`config.mk`:
```
export PLATFORM = sky130hd
export DESIGN_NAME = txpoll_sched
export DESIGN_NICKNAME = d
export VERILOG_FILES = /design/src/rtl/txpoll_pkg.sv /design/src/rtl/txpoll_ctl_regs.sv /design/src/rtl/txpoll_timer.sv /design/src/rtl/txpoll_arbiter.sv /design/src/rtl/txpoll_sched.sv
export SDC_FILE = /design/constraint.sdc
export NUM_CORES = 1
export LEC_CHECK = 0
export BUFFER_PORTS_ARGS = -buffer_cell sky130_fd_sc_hd__buf_2
export CORE_MARGIN = 1
export CORE_UTILIZATION = 40
export CTS_CLUSTER_DIAMETER = 50
export DETAILED_ROUTE_END_ITERATION = 8
export SLEW_MARGIN = 20
export SYNTH_ARGS = -nofsm -noshare
export SYNTH_HDL_FRONTEND = slang
export SYNTH_SLANG_ARGS = --single-unit
```
`constraint.sdc`:
```
create_clock -name clk -period 4.1 [get_ports clk]
set_input_delay 0.615 -clock clk [delete_from_list [all_inputs] [get_ports clk]]
set_output_delay 0.615 -clock clk [all_outputs]
set_load 0.01 [all_outputs]
```
`src/rtl/txpoll_pkg.sv`:
```
package txpoll_pkg;
    // Arbiter state: latched demand and outstanding request.
    typedef struct packed {
        logic dem;
        logic req;
    } arb_st_t;
endpackage

```
`src/rtl/txpoll_ctl_regs.sv`:
```
module txpoll_ctl_regs #(
    parameter int CNT_W   = 16,
    parameter int DEF_IVL = 4096
) (
    input  logic             clk,
    input  logic             rst_n,
    input  logic             soft_rst,
    input  logic             dis_wr,
    input  logic             dis_wdata,
    input  logic             ivl_wr,
    input  logic [CNT_W-1:0] ivl_wdata,
    output logic             dis,
    output logic [CNT_W-1:0] ivl
);
    localparam logic [CNT_W-1:0] DEF_V = CNT_W'(DEF_IVL);
    localparam logic [CNT_W-1:0] ONE_V = CNT_W'(1);

    typedef struct packed {
        logic             dis;
        logic [CNT_W-1:0] ivl;
    } ctl_t;

    ctl_t ctl_d, ctl_q;

    always_comb begin
        ctl_d = ctl_q;
        if (soft_rst) begin
            ctl_d.dis = 1'b0;
            ctl_d.ivl = DEF_V;
        end else begin
            if (dis_wr) ctl_d.dis = dis_wdata;
            if (ivl_wr) ctl_d.ivl = (ivl_wdata == '0) ? ONE_V : ivl_wdata;
        end
    end

    always_ff @(posedge clk or negedge rst_n) begin
        if (!rst_n) begin
            ctl_q.dis <= 1'b0;
            ctl_q.ivl <= DEF_V;
        end else begin
            ctl_q <= ctl_d;
        end
    end

    assign dis = ctl_q.dis;
    assign ivl = ctl_q.ivl;
endmodule

```
`src/rtl/txpoll_timer.sv`:
```
module txpoll_timer #(
    parameter int CNT_W = 16
) (
    input  logic             clk,
    input  logic             rst_n,
    input  logic             soft_rst,
    input  logic             run,
    input  logic             hold,
    input  logic             restart,
    input  logic [CNT_W-1:0] ivl,
    output logic             due
);
    typedef struct packed {
        logic [CNT_W-1:0] cnt;
        logic             due;
    } tmr_t;

    tmr_t tmr_d, tmr_q;
    logic [CNT_W-1:0] last_v;

    assign last_v = ivl - CNT_W'(1);

    always_comb begin
        tmr_d = tmr_q;
        if (soft_rst || !run || restart) begin
            tmr_d.cnt = '0;
            tmr_d.due = 1'b0;
        end else if (tmr_q.due || hold) begin
            tmr_d = tmr_q;
        end else if (tmr_q.cnt >= last_v) begin
            tmr_d.due = 1'b1;
        end else begin
            tmr_d.cnt = tmr_q.cnt + CNT_W'(1);
        end
    end

    always_ff @(posedge clk or negedge rst_n) begin
        if (!rst_n) begin
            tmr_q.cnt <= '0;
            tmr_q.due <= 1'b0;
        end else begin
            tmr_q <= tmr_d;
        end
    end

    assign due = tmr_q.due;
endmodule

```
`src/rtl/txpoll_arbiter.sv`:
```
module txpoll_arbiter
    import txpoll_pkg::*;
(
    input  logic clk,
    input  logic rst_n,
    input  logic soft_rst,
    input  logic tx_on,
    input  logic rx_busy,
    input  logic demand,
    input  logic auto_due,
    input  logic done,
    output logic req,
    output logic ack_fire
);
    arb_st_t st_d, st_q;

    assign ack_fire = st_q.req & done;

    always_comb begin
        st_d     = st_q;
        st_d.dem = tx_on & ~soft_rst & ((st_q.dem & ~ack_fire) | demand);
        if (soft_rst || !tx_on) begin
            st_d.req = 1'b0;
        end else if (st_q.req) begin
            st_d.req = ~done;
        end else begin
            st_d.req = ~rx_busy & (st_q.dem | auto_due);
        end
    end

    always_ff @(posedge clk or negedge rst_n) begin
        if (!rst_n) begin
            st_q.dem <= 1'b0;
            st_q.req <= 1'b0;
        end else begin
            st_q <= st_d;
        end
    end

    assign req = st_q.req;
endmodule

```
`src/rtl/txpoll_sched.sv`:
```
module txpoll_sched #(
    parameter int CNT_W   = 16,
    parameter int DEF_IVL = 4096
) (
    input  logic             clk,
    input  logic             rst_n,
    input  logic             soft_rst,
    input  logic             dis_wr,
    input  logic             dis_wdata,
    output logic             poll_disable,
    input  logic             ivl_wr,
    input  logic [CNT_W-1:0] ivl_wdata,
    input  logic             tx_demand,
    input  logic             tx_on,
    input  logic             rx_busy,
    output logic             poll_req,
    input  logic             poll_done
);
    logic             dis_w;
    logic [CNT_W-1:0] ivl_w;
    logic             due_w;
    logic             ack_w;
    logic             req_w;

    txpoll_ctl_regs #(.CNT_W(CNT_W), .DEF_IVL(DEF_IVL)) u_regs (
        .clk(clk), .rst_n(rst_n), .soft_rst(soft_rst),
        .dis_wr(dis_wr), .dis_wdata(dis_wdata),
        .ivl_wr(ivl_wr), .ivl_wdata(ivl_wdata),
        .dis(dis_w), .ivl(ivl_w)
    );

    txpoll_timer #(.CNT_W(CNT_W)) u_timer (
        .clk(clk), .rst_n(rst_n), .soft_rst(soft_rst),
        .run(tx_on & ~dis_w), .hold(req_w), .restart(ack_w),
        .ivl(ivl_w), .due(due_w)
    );

    txpoll_arbiter u_arb (
        .clk(clk), .rst_n(rst_n), .soft_rst(soft_rst),
        .tx_on(tx_on), .rx_busy(rx_busy), .demand(tx_demand),
        .auto_due(due_w), .done(poll_done),
        .req(req_w), .ack_fire(ack_w)
    );

    assign poll_disable = dis_w;
    assign poll_req     = req_w;
endmodule

```
==> results.toml <==
[clock_network]
tritoncts = "done"
clockBufferDepth = 2
clk_latency_ns = 0.29
cts.sinks = 36
root_buffer = "clkbuf_8"
h-tree-depth = 2
path_clk_slew_ns = 0.07
cts_hold_buf = 0
cts-buffers-inserted = 5

[sta]
setup-tns-final_ns = 0
fin_ws_ns = 0.3016
hold_viol = 0
slew_headroom = 0.4592
timing.hold.ws_ns = 0.4196
tightest_slew_ns = 0.8112
slew_violations = 0
finalCritPeriodShare = 0.9264
fin_crit_ns = 3.798
report.final.setup_viol = 0
fin_skew_ns = 0.006759
fmax_mhz = 263.3

[route]
via_per_inst = 5.499
vias = 1919
drtPass1Iterations = 4
drc = 0
wl_per_cell_um = 14.28
drt-initial-drc-count = 75
wl_mm = 4.985
ant_nets = 0

[layout]
syn_to_final_growth_pct = 14.39
stdcell_area_sq_um = 2655
n_antenna_cell = 0
final_nets = 321
drive_gt1_frac = 0.1877

[setup_path]
crit_family = "simple AND/OR/NAND/NOR gates"
worstSetupStartpointType = "register"
worstPathRequired_ns = 4.31
end_kind = "register"
path_cells = "inv_1 -> ha_1 -> nand2_1 -> or3_1 -> or4_1 -> nor4_2 -> xnor2_1 -> ha_1 -> o21ai_0 -> o22ai_1 -> a21oi_2 -> nand4_1 -> buf_4 -> or3_1 -> a21oi_1"
arrival_ns = 4.01
worst-setup-path-type = "register to register"
critPathSlowestCell = "or4_1"
cp_max_fo = 7
critPathBufInv = 2
slowest_delay_ns = 0.48

[synthesis]
synth_edf_count = 0
yosysTopAreaCell = "dfrtp_1"
syn-num-nets = 291
ys.warnings.count = 0
ys.flop_type = "dfrtp_1"
syn_inst = 247
ys_seq_elements = 36
synth.distinct_cells = 41
yosys-top-cells-count = "dfrtp_1 (35), nor2_1 (27), a21oi_1 (20)"
seq_area_frac_synth = 0.3887
yosysMostFrequentCell = "dfrtp_1"
syn-cell-area_sq_um = 2321
yosysTopAreaCellShare = 0.3774
synthArstFlopShare = 1.000
avgSynthCellArea_sq_um = 9.397
ys_top_cells_by_area = "dfrtp_1 (38%), ha_1 (9.7%), mux2i_1 (6.5%)"

[run_status]
run_status = "completed"

[pwr]
cellPowerDensity_nw_per_um2 = 292.3
p_leak_nw = 1.191
vdd_drop_max_mv = 0.2372

[global_route]
grt_usage = 0.1805
grt_max_degree = 37
antenna_found_initial = 0
grt_pass1_wl_mm = 8.742
grt.met3_usage = 0.03488
use_met2 = 0.2921
grt_use_met1 = 0.2440
grt-ovfl-total = 0
grt_pass1_vias = 1900
gr-max-usage-layer = "met2"

[place]
postPlaceCellArea_sq_um = 2536
numPortBuffers = 27
place.gp.congestion = 0.7840
hpwl_mm = 3.765
pre_cts_ws_ns = 0.1721

[die]
ioPinCount = 28
die_area_sq_um = 6111
rows = 27
core_area_sq_um = 5540
initial_core_util = 0.4189
die_y_um = 78.18
die_w_um = 78.18

[run]
cap_violations = 0

[min_path]
worstHoldPathType = "input port to asynchronous set/reset pin"
## flip-flops by register name, indices dropped and copies added (netlist names)
name,cells
u_regs.ivl,16
u_regs.dis,1
u_timer.due,1
u_timer.tmr_q,16
u_arb.st_q,1
u_arb.req,1
## cells by family after synthesis
logic type | synth area share
xor+xnor | 0.04906
simple gates | 0.2404
compound gates | 0.1332
flops | 0.3887
mux | 0.06469
fa+ha+maj | 0.09704
buf+inv | 0.02695
## where the power goes
part | switching [W] | leakage (nW) | internal (W) | total, W
clock network | 0.000120 | 0.0503 | 0.000150 | 0.000270
registers | 0.0000138 | 0.487 | 0.000367 | 0.000381
logic | 0.0000692 | 0.654 | 0.0000562 | 0.000125
## path summary, 6_finish.rpt
kind	start	end	slack, ns	cells after the start
worst max-delay path	u_regs.ivl[0]	u_timer.tmr_q[5]	0.30	15
worst min register to register	u_arb.st_q[1]	u_arb.st_q[1]	0.53	2
max in group asynchronous	rst_n	u_regs.ivl[13]	3.17	1
worst min-delay path	rst_n	u_timer.tmr_q[7]	0.42	1
min in group clk	u_arb.st_q[1]	u_arb.st_q[1]	0.53	2
worst max register to register	u_regs.ivl[0]	u_timer.tmr_q[5]	0.30	15
## per-stage QoR
stage	power, W	std cells	util
after floorplan	0.0004694	247	-
after global placement	0.0005096	341	0.4578
after detailed placement	0.0005130	341	0.4578
after CTS	0.0007851	348	0.4752
after global routing	0.0008193	349	0.4792
final	0.0007761	349	0.4792
## cell type report
| class | count | area (sq um) |
|---|---|---|
| clock buffers | 7 | 96.34 |
| repair buffers | 31 | 165.2 |
| fillers | 562 | 2885 |
| inverters | 8 | 30.03 |
| multi-input cells | 195 | 1371 |
| well taps | 72 | 90.09 |
| flip-flops and latches | 36 | 902.1 |
## repair_timing
item	in CTS	in global routing
setup endpoints to repair	0	12
hold endpoints to repair	0	0
buffers inserted	0	1
resized for setup	0	3
## worst reg2reg max path, cell delays in order (launching register included)
cell and delay [ns]:
dfrtp_1 0.39, inv_1 0.11, ha_1 0.19, nand2_1 0.08, or3_1 0.38, or4_1 0.48, nor4_2 0.21, xnor2_1 0.15
ha_1 0.26, o21ai_0 0.16, o22ai_1 0.11, a21oi_2 0.24, nand4_1 0.27, buf_4 0.23, or3_1 0.33, a21oi_1 0.14
## metal layers
| metal | up-vias | wire length [um] |
|---|---|---|
| li1 | 980 | - |
| met5 | - | 0 |
| met4 | 0 | 23 |
| met2 | 30 | 2334 |
| met3 | 2 | 140 |
| met1 | 907 | 2486 |
## cells in the final DEF, fill, tap and decap left out, types with 8 or more instances in the layout
master,synthesis,routed
dfrtp_1,35,35
nor2_1,27,27
buf_2,2,27
a21oi_1,20,19
ha_1,18,18
mux2i_1,15,15
nand2_1,14,14
o21ai_0,10,10
or3_1,9,9
xnor2_1,9,9
inv_1,8,8
or4_1,8,8
o31ai_1,8,8
Note: power is estimated with default switching activity, not from simulation.
